===== config.mk =====
export PLATFORM = sky130hd
export DESIGN_NAME = eq_coef_ctrl
export DESIGN_NICKNAME = d
export VERILOG_FILES = /design/src/rtl/eq_coef_pkg.sv /design/src/rtl/eq_zf_error.sv /design/src/rtl/eq_phase_ctl.sv /design/src/rtl/eq_coef_integ.sv /design/src/rtl/eq_coef_ctrl.sv
export SDC_FILE = /design/constraint.sdc
export NUM_CORES = 1
export LEC_CHECK = 0
export BUFFER_PORTS_ARGS = -buffer_cell sky130_fd_sc_hd__buf_2
export CAP_MARGIN = 15
export CORE_ASPECT_RATIO = 1.25
export CORE_MARGIN = 2
export CORE_UTILIZATION = 30
export DETAILED_ROUTE_END_ITERATION = 8
export PLACE_DENSITY = 0.47
export SKIP_LAST_GASP = 1
export SYNTH_ARGS = -nofsm -noshare
export SYNTH_HDL_FRONTEND = slang
export SYNTH_SLANG_ARGS = --single-unit

===== constraint.sdc =====
create_clock -name clk -period 24.4 [get_ports clk]
set_clock_uncertainty 0.05 [all_clocks]
set_input_delay 2.44 -clock clk [delete_from_list [all_inputs] [get_ports clk]]
set_output_delay 2.44 -clock clk [all_outputs]
set_load 0.05 [all_outputs]

===== src/rtl/eq_coef_pkg.sv =====
package eq_coef_pkg;

  typedef enum logic [1:0] {
    PH_IDLE  = 2'd0,
    PH_TRAIN = 2'd1,
    PH_DATA  = 2'd2
  } phase_e;

  typedef enum logic [1:0] {
    GAIN_OFF  = 2'd0,
    GAIN_FULL = 2'd1,
    GAIN_CUT  = 2'd2
  } gain_e;

  // ternary code: 01 = +1, 11 = -1, 00/10 = 0
  function automatic logic sym_nonzero(input logic [1:0] s);
    return s[0];
  endfunction

  function automatic logic sym_negative(input logic [1:0] s);
    return s[1] & s[0];
  endfunction

endpackage


===== src/rtl/eq_zf_error.sv =====
module eq_zf_error #(
  parameter int SAMPLE_W = 8,
  parameter int AMP      = 32,
  parameter int RATE_W   = 2,
  parameter int DELTA_W  = 13
) (
  input  logic signed [SAMPLE_W-1:0] sample,
  input  logic        [1:0]          sym_cur,
  input  logic        [1:0]          sym_adj,
  input  logic        [RATE_W-1:0]   rate_sel,
  output logic                       adj_nz,
  output logic signed [DELTA_W-1:0]  delta
);
  import eq_coef_pkg::*;

  localparam int ERR_W = SAMPLE_W + 2;
  localparam logic signed [ERR_W-1:0] AMP_S = ERR_W'(AMP);

  logic signed [ERR_W-1:0]   ideal;
  logic signed [ERR_W-1:0]   err;
  logic signed [DELTA_W-1:0] err_x;
  logic signed [DELTA_W-1:0] prod;

  always_comb begin
    if (!sym_nonzero(sym_cur))     ideal = '0;
    else if (sym_negative(sym_cur)) ideal = -AMP_S;
    else                            ideal = AMP_S;
    err   = {{2{sample[SAMPLE_W-1]}}, sample} - ideal;
    err_x = {{(DELTA_W-ERR_W){err[ERR_W-1]}}, err};
    prod  = sym_negative(sym_adj) ? -err_x : err_x;
    delta = prod <<< rate_sel;
    adj_nz = sym_nonzero(sym_adj);
  end

endmodule


===== src/rtl/eq_phase_ctl.sv =====
module eq_phase_ctl (
  input  logic                 clk,
  input  logic                 rst,
  input  logic                 read_mode,
  input  logic                 sync_det,
  input  logic                 hold,
  input  logic                 adapt_data,
  input  logic                 sample_vld,
  input  logic                 adj_nz,
  output eq_coef_pkg::gain_e   gain
);
  import eq_coef_pkg::*;

  phase_e phase_q;
  logic   trained;

  always_ff @(posedge clk) begin
    if (rst || !read_mode)                 phase_q <= PH_IDLE;
    else if (sync_det || phase_q == PH_DATA) phase_q <= PH_DATA;
    else                                   phase_q <= PH_TRAIN;
  end

  always_comb begin
    trained = (phase_q == PH_DATA) || sync_det;
    if (hold || !read_mode || !sample_vld || !adj_nz) gain = GAIN_OFF;
    else if (!trained)                                 gain = GAIN_FULL;
    else if (adapt_data)                               gain = GAIN_CUT;
    else                                               gain = GAIN_OFF;
  end

endmodule


===== src/rtl/eq_coef_integ.sv =====
module eq_coef_integ #(
  parameter int COEF_W   = 10,
  parameter int GUARD_W  = 6,
  parameter int DELTA_W  = 13,
  parameter int GAIN_DIV = 7,
  parameter int NUM_TAPS = 2
) (
  input  logic                             clk,
  input  logic                             rst,
  input  logic signed [COEF_W-1:0]         init_coef,
  input  eq_coef_pkg::gain_e               gain,
  input  logic signed [DELTA_W-1:0]        delta,
  output logic [NUM_TAPS-1:0][COEF_W-1:0]  taps
);
  import eq_coef_pkg::*;

  localparam int ACC_W = COEF_W + GUARD_W;
  localparam logic signed [DELTA_W-1:0] DIV_S = DELTA_W'(GAIN_DIV);
  localparam logic [ACC_W-1:0] ACC_MAX = {1'b0, {(ACC_W-1){1'b1}}};
  localparam logic [ACC_W-1:0] ACC_MIN = {1'b1, {(ACC_W-1){1'b0}}};

  logic signed [ACC_W-1:0]   acc_q;
  logic signed [ACC_W-1:0]   acc_next;
  logic signed [DELTA_W-1:0] step;
  logic signed [ACC_W:0]     sum;

  always_comb begin
    unique case (gain)
      GAIN_FULL: step = delta;
      GAIN_CUT:  step = delta / DIV_S;
      default:   step = '0;
    endcase
    sum = {acc_q[ACC_W-1], acc_q} - {{(ACC_W+1-DELTA_W){step[DELTA_W-1]}}, step};
    if (sum[ACC_W] != sum[ACC_W-1]) acc_next = sum[ACC_W] ? ACC_MIN : ACC_MAX;
    else                            acc_next = sum[ACC_W-1:0];
  end

  always_ff @(posedge clk) begin
    if (rst) acc_q <= {init_coef, {GUARD_W{1'b0}}};
    else     acc_q <= acc_next;
  end

  for (genvar t = 0; t < NUM_TAPS; t++) begin : g_tap
    always_ff @(posedge clk) begin
      if (rst) taps[t] <= init_coef;
      else     taps[t] <= acc_next[ACC_W-1 -: COEF_W];
    end
  end

endmodule


===== src/rtl/eq_coef_ctrl.sv =====
module eq_coef_ctrl #(
  parameter int SAMPLE_W = 8,
  parameter int COEF_W   = 10,
  parameter int GUARD_W  = 6,
  parameter int AMP      = 32,
  parameter int RATE_W   = 2,
  parameter int GAIN_DIV = 7
) (
  input  logic                      clk,
  input  logic                      rst,
  input  logic signed [COEF_W-1:0]  init_coef,
  input  logic signed [SAMPLE_W-1:0] sample_in,
  input  logic                      sample_vld,
  input  logic [1:0]                sym_cur,
  input  logic [1:0]                sym_adj,
  input  logic                      read_mode,
  input  logic                      sync_det,
  input  logic                      hold,
  input  logic                      adapt_data,
  input  logic [RATE_W-1:0]         rate_sel,
  output logic signed [COEF_W-1:0]  coef_pre,
  output logic signed [COEF_W-1:0]  coef_post
);
  import eq_coef_pkg::*;

  localparam int NUM_TAPS = 2;
  localparam int DELTA_W  = SAMPLE_W + 2 + (2**RATE_W) - 1;

  logic                             adj_nz;
  logic signed [DELTA_W-1:0]        delta;
  gain_e                            gain;
  logic [NUM_TAPS-1:0][COEF_W-1:0]  taps;

  eq_zf_error #(
    .SAMPLE_W(SAMPLE_W), .AMP(AMP), .RATE_W(RATE_W), .DELTA_W(DELTA_W)
  ) u_err (
    .sample(sample_in), .sym_cur(sym_cur), .sym_adj(sym_adj),
    .rate_sel(rate_sel), .adj_nz(adj_nz), .delta(delta)
  );

  eq_phase_ctl u_phase (
    .clk(clk), .rst(rst), .read_mode(read_mode), .sync_det(sync_det),
    .hold(hold), .adapt_data(adapt_data), .sample_vld(sample_vld),
    .adj_nz(adj_nz), .gain(gain)
  );

  eq_coef_integ #(
    .COEF_W(COEF_W), .GUARD_W(GUARD_W), .DELTA_W(DELTA_W),
    .GAIN_DIV(GAIN_DIV), .NUM_TAPS(NUM_TAPS)
  ) u_integ (
    .clk(clk), .rst(rst), .init_coef(init_coef), .gain(gain),
    .delta(delta), .taps(taps)
  );

  assign coef_pre  = taps[0];
  assign coef_post = taps[1];

endmodule


==> results of run 1 <==
## worst max-delay path: cells and delay by family
| kind | cells | cell delay, ps |
|---|---|---|
| AO/OA/AOI/OAI | 28 | 6970 |
| adder cells (fa/ha/maj) | 5 | 1790 |
| AND/OR/NAND/NOR | 11 | 1570 |
| XOR/XNOR | 2 | 480 |
| multiplexers | 2 | 410 |
| buffers and inverters | 3 | 280 |
## kinds of logic (layout without fill, tap and decap cells)
family                     Yosys count  in the layout
AOI/OAI and AO/OA                  231            231
and+or+nand+nor                    206            206
buffers and inverters               88             93
xor gates and xnor gates            39             39
adders and majority gates           31             31
DFF                                 18             18
muxes                                9              9
## cells in the mapped netlist, types with 5 or more instances
| master | count |
|---|---|
| nor3_1 | 19 |
| o21ai_1 | 5 |
| buf_4 | 20 |
| a21oi_1 | 53 |
| nor2_1 | 54 |
| clkbuf_1 | 21 |
| a211o_1 | 5 |
| a22oi_1 | 10 |
| inv_1 | 38 |
| a311oi_1 | 6 |
| ha_1 | 25 |
| nand2b_1 | 7 |
| a211oi_1 | 14 |
| o211ai_1 | 5 |
| or3_1 | 5 |
| nand4_1 | 6 |
| o21ai_0 | 31 |
| nor2b_1 | 8 |
| buf_2 | 7 |
| dfxtp_1 | 18 |
| xor2_1 | 15 |
| mux2i_1 | 5 |
| a31oi_1 | 9 |
| a21boi_0 | 7 |
| nand3_1 | 19 |
| nand2_1 | 41 |
| xnor2_1 | 24 |
| o21a_1 | 7 |
| o22ai_1 | 18 |
| a21o_1 | 8 |
| and2_1 | 9 |
| or2_2 | 6 |
## how the worst min path moves through the flow
stage	start	to	cells after the start
final	u_phase.phase_q[1]$_SDFF_PP0_	u_phase.phase_q[1]$_SDFF_PP0_	2
after global routing	u_phase.phase_q[1]$_SDFF_PP0_	u_phase.phase_q[1]$_SDFF_PP0_	2
after CTS	u_phase.phase_q[1]$_SDFF_PP0_	u_phase.phase_q[1]$_SDFF_PP0_	2
after detailed placement	u_phase.phase_q[1]$_SDFF_PP0_	u_phase.phase_q[1]$_SDFF_PP0_	2
after global placement	u_phase.phase_q[1]$_SDFF_PP0_	u_phase.phase_q[1]$_SDFF_PP0_	2
after floorplan	u_phase.phase_q[1]$_SDFF_PP0_	u_phase.phase_q[1]$_SDFF_PP0_	2
## metal layers
| layer | wire length [µm] | up-vias | GRT usage |
|---|---|---|---|
| met1 | 5729 | 2177 | 0.2071 |
| met3 | 420 | 18 | 0.008711 |
| met5 | 0 | - | 0 |
| met4 | 248 | 0 | 0.03915 |
| li1 | - | 2324 | - |
| met2 | 6305 | 129 | 0.2819 |
## sequential cells by signal, summed over array words and instances, names as in the netlist
name / cells
u_phase.phase_q: 2
u_integ.acc_q: 7
u_integ.taps: 9
## area by class of cell
class	count	area, µm²
multi-input combinational	516	3615
clock buffer	3	75.07
fill	1607	9666
sequential	18	360.3
inverter	38	142.6
timing repair buffer	52	265.3
tap	178	222.7
## through the flow
stage                     cells  instance area, µm²  utilization  worst slack [ps]
after floorplan             622                4397            -             12040
after global placement      802                4606       0.3210             10560
after detailed placement    802                4606       0.3210             10330
after CTS                   805                4681       0.3263             10550
after global routing        805                4681       0.3263              9251
final                       805                4681       0.3263             10500
## report_power, final
| part | switching [mW] | internal, mW | total (mW) | leakage [nW] |
|---|---|---|---|---|
| registers | 0.00781 | 0.0422 | 0.0500 | 0.151 |
| logic | 0.317 | 0.159 | 0.476 | 1.63 |
| clock network | 0.0107 | 0.0216 | 0.0323 | 0.0370 |
| total | 0.335 | 0.223 | 0.558 | 1.82 |
==> run metrics, run 1 <==
Mapped Avg Cell Area=7.069 µm²; CP Class=in -> reg; Critical Path Fanout Max=11; Compound-Gate Fraction of Synth Area=0.3773; post-CTS sizing=0; Hold WC Path Type=reg -> reg; DR vias/cell=5.774; crit end category=flip-flop; largest cells by area after synthesis=dfxtp_1, ha_1, a21oi_1; Total Wirelength=approximately 13 mm; hold buffers post-CTS=0; GR Overflow Total=0; clock slew at reported path FFs=50 ps; relative slew slack=0.3874; Critical Path Slowest Stage Cell=a21oi_1; Post-Synth Simple-Gate Area=0.2479; Final nets=689; outcome=finished clean; Tightest Pin Transition=around 910 ps; Iter 0 DRT Violations=308; CTS Buffer Depth=2; post-CTS setup buffers=0; final hold slack=480.5 ps; vias in the first global route=4321; Yosys cell types=94; CP arrival=~14000 ps; Synth Area in XOR/XNOR=0.07769; Core Region=14350 µm²; Critical path destination=u_integ.taps[0]$_DFF_P_; maxcap violations=0; largest net degree at the start of global routing=29; RSZ-0062 raised after global routing=no; sequential fraction of the synthesis area=0.08196; row count=49; VDD IR-drop max=around 0.07 mV; combinational family with the most area after synthesis=compound AO/OA/AOI/OAI gates; Die Ht=139.4 µm; Port Buffers=50; leakage=1.818 nW; Starting Density=0.3065; Routed Antenna Nets=0; Critical Path Most Common Cell=o21ai_0; R2R setup slack=18520 ps; Crit path required time=24470 ps; post-synthesis mux area share=0.02504; most common cell after layout, fill and taps aside=nor2_1; Seq cells post-synth=18; area share of the largest cell type after synthesis=0.08196; Register-to-Register Path Depth=28; Final period util=0.5698; Final Critical Period=~14000 ps; antenna diode count=0; hpwl dp=approximately 10 mm; Yosys warnings=0; CTS tree=yes; H-tree levels=1; Synth area leader=dfxtp_1; Vias=4648; CP Launch Type=primary input; Die ar.=15650 µm²; GP Congestion=0.8827; Clock Latency Late Sink=approximately 250 ps; ys flop type=dfxtp_1; Post-Syn Nets=682; ys async rst share=0; DRT Pass-1 Iters=6; total power draw=557.8 µW; Root Buffer=clkbuf_16; number of synthesized flops with an enable pin=0; Max stage delay on crit path=670 ps; antenna violations before repair=0; Setup-failing EPs final=0; r2r startpoint=u_phase.phase_q[0]$_SDFF_PP0_; Pins Over Slew Limit=0; CP startpoint=sym_cur[0]; gr usage total=0.1578; layout cell share with drive strength beyond 1=0.1388; post-synthesis adder-cell area fraction=0.09419; Mapped Cells=~620; reg2reg end=u_integ.taps[0]$_DFF_P_; post-route setup TNS=0 ps; drt drc=0; Final Hold Fails=0; commonest non-fill, non-tap cells in the layout=nor2_1, a21oi_1, buf_2; CTS buffer count=3; CTS sink cnt=18; pwr/cell area=119.2 nW/µm²; Wirelength per Cell=15.78 µm; die width=between 100 and 150 µm; I/O Pins=51; first-pass GRT wire length=21.27 mm; Synth-to-Final Area Change=6.460%; Max Freq=71.92 MHz; Mapped Area=~4400 µm²
Note: power is estimated with default switching activity, not from simulation.
==> inputs of run 2 (changes only) <==
--- a/config.mk
+++ b/config.mk
@@ -5,13 +5,14 @@
 export SDC_FILE = /design/constraint.sdc
 export NUM_CORES = 1
 export LEC_CHECK = 0
+export ABC_AREA = 1
 export BUFFER_PORTS_ARGS = -buffer_cell sky130_fd_sc_hd__buf_2
 export CAP_MARGIN = 15
 export CORE_ASPECT_RATIO = 1.25
 export CORE_MARGIN = 2
 export CORE_UTILIZATION = 30
 export DETAILED_ROUTE_END_ITERATION = 8
-export PLACE_DENSITY = 0.47
+export PLACE_DENSITY = 0.49
 export SKIP_LAST_GASP = 1
 export SYNTH_ARGS = -nofsm -noshare
 export SYNTH_HDL_FRONTEND = slang
==> constraint.sdc (replaced) <==
create_clock -name clk -period 12.4 [get_ports clk]
set_clock_uncertainty 0.05 [all_clocks]
set_input_delay 1.24 -clock clk [delete_from_list [all_inputs] [get_ports clk]]
set_output_delay 1.24 -clock clk [all_outputs]
set_load 0.05 [all_outputs]
==> run 2 against run 1 <==
  * Global-route usage is 2.2 points lower
  * Largest power group unchanged
  * Die area is 13% lower
  * First-iteration DRC count fell by 33%
  * Critical path type unchanged
  * Highest routed layer unchanged
  * Critical path depth is 25 higher
  * Critical endpoint is now u_integ.acc_q[2]$_SDFF_PP0_
  * Total power is 80% higher
  * Synthesized cell count increased by 4.5%
  * Clock power up 120%
==> run metrics, run 2 <==
outcome=finished clean; pwr/cell area=242.9 nW/µm²; gr usage total=0.1355; antenna violations before repair=0; combinational family with the most area after synthesis=simple AND/OR/NAND/NOR gates; Hold WC Path Type=reg -> reg; Wirelength per Cell=between 10 and 15 µm; most common cell after layout, fill and taps aside=nand2_1; I/O Pins=51; post-route setup TNS=0 ps; Post-Synth Simple-Gate Area=0.4951; Die ar.=13620 µm²; Mapped Cells=650; Mapped Avg Cell Area=5.859 µm²; top-count cell post-synth=nand2_1; commonest non-fill, non-tap cells in the layout=nand2_1, nand3_1, inv_1; Critical Path Most Common Cell=nand2_1; met3 wire len=between 200 and 300 µm; Post-Syn Nets=710; CP Launch Type=primary input; Tightest Pin Transition=741.7 ps; post-CTS sizing=0; Critical Path Fanout Max=28; Yosys cell types=43; Core Region=12550 µm²; Max stage delay on crit path=540 ps; layout cell share with drive strength beyond 1=0.1932; CTS Buffer Depth=2; Final period util=0.8849; Synth area leader=nand2_1; post-synthesis mux area share=0; hold depth=2; Setup WS pre-CTS=between 1000 and 1500 ps; DRT met1 WL=4.380 mm; Max Freq=91.13 MHz; CP Class=in -> reg; row count=46; Synth-to-Final Area Change=8.706%; number of synthesized flops with an enable pin=0; Starting Density=0.3036; ys async rst share=0; Root Buffer=clkbuf_16; relative slew slack=0.5003; DR vias/cell=4.661; DRT Pass-1 Iters=4; CTS buffer count=3; Port Buffers=50; CTS tree=yes; Final Hold Fails=0; Mapped Area=3809 µm²; maxcap violations=0; Iter 0 DRT Violations=205; routed wl met2=4.702 mm; Final WS setup=1427 ps; H-tree levels=1; area share of the largest cell type after synthesis=0.1754; clock slew at reported path FFs=50 ps; post-synthesis adder-cell area fraction=0.1032; Yosys warnings=0; total power draw=1.006 mW; Final Critical Period=10970 ps; post-CTS setup buffers=0; RSZ-0062 raised after global routing=no; Compound-Gate Fraction of Synth Area=0.1193; vias in the first global route=between 3000 and 4000; largest net degree at the start of global routing=29; Pins Over Slew Limit=0; Clock Latency Late Sink=250 ps; max reg flops=9; leakage=2.123 nW; register bank with the most flops=u_integ.taps; hold buffers post-CTS=0; sequential fraction of the synthesis area=0.09461; Routed Antenna Nets=0; first-pass GRT wire length=15.77 mm; CP arrival=between 10000 and 15000 ps; CTS sink cnt=18; GR Overflow Total=0; VDD IR-drop max=0.1081 mV; antenna diode count=0; Total Wirelength=~9.4 mm; crit end category=flip-flop; Setup-failing EPs final=0; Register-to-Register Path Depth=30; ys flop type=dfxtp_1; top post-synthesis cells by count=nand2_1, nand3_1, inv_1; Seq cells post-synth=18; Final nets=734; Crit path required time=12520 ps; Die Ht=about 130 µm; Critical Path Slowest Stage Cell=fa_1; Synth Area in XOR/XNOR=0.03909; GP Congestion=0.8555; Top Registers=u_integ.taps: 9 flops, u_integ.acc_q: 7 flops, u_phase.phase_q: 2 flops; top sig layer=met4; Vias=3920; die width=104.8 µm; drt drc=0; largest cells by area after synthesis=nand2_1, nand3_1, dfxtp_1; hpwl dp=8.016 mm
[run 2: changes by cell type in the layout (fill, tap and decap cells not counted), moves of 14 or more]
cell | before | now
xnor2_1 | 24 | 4
o21ai_0 | 31 | 15
a21oi_1 | 53 | 36
nand3_1 | 19 | 80
o22ai_1 | 18 | 3
inv_1 | 38 | 77
nand2_1 | 41 | 178
a211oi_1 | 14 | 0
nand2_2 | 0 | 23
[run 2: cells by family after synthesis]
family          after synthesis
flops                        18
fa+ha+maj                    29
buf+inv                     122
xor+xnor                     17
compound gates               81
simple gates                383
[run 2: routing by layer]
layer  global-route usage  vias to the layer above
met5                    0                        -
met4              0.01569                        0
met3             0.009990                        4
met2               0.2529                       58
met1               0.1760                     1725
li1                     -                     2133
[run 2: layout make-up]
cell class / instances / area, µm²
fillers: 1467 / 8407
repair buffers: 50 / 250.2
flip-flops and latches: 18 / 360.3
well taps: 168 / 210.2
clock buffers: 4 / 88.84
inverters: 91 / 349.1
multi-input cells: 510 / 2882
[run 2: stage by stage]
step / util / hold slack (ps) / cell area, µm² / instances
2_1_floorplan: - / 446.9 / 3809 / 650
3_3_place_gp: 0.3229 / 465.1 / 4051 / 837
3_5_place_dp: 0.3229 / 481.1 / 4051 / 837
6_report: 0.3300 / 479.7 / 4140 / 841
5_1_grt: 0.3300 / 525.2 / 4140 / 841
4_1_cts: 0.3300 / 494.3 / 4140 / 841
[run 2: report_power, final]
group,switching (mW),internal [mW],leakage [nW],total (mW)
Sequential,0.0118,0.0773,0.151,0.0891
Clock,0.0223,0.0491,0.0442,0.0714
Combinational,0.577,0.269,1.93,0.845
Total,0.611,0.395,2.12,1.01
[run 2: worst paths after layout]
path                                                    start                             to  slack [ps]
worst max-delay path                               sym_cur[0]    u_integ.acc_q[2]$_SDFF_PP0_        1430
worst min-delay path            u_phase.phase_q[1]$_SDFF_PP0_  u_phase.phase_q[1]$_SDFF_PP0_         480
worst max register to register  u_phase.phase_q[0]$_SDFF_PP0_    u_integ.acc_q[2]$_SDFF_PP0_        7400
worst min register to register  u_phase.phase_q[1]$_SDFF_PP0_  u_phase.phase_q[1]$_SDFF_PP0_         480
[run 2: critical path, delay by kind of cell]
kind | cells | cell delay (ps)
simple gates | 39 | 4300
compound gates | 19 | 2860
fa+ha+maj | 5 | 1680
buf+inv | 13 | 1000
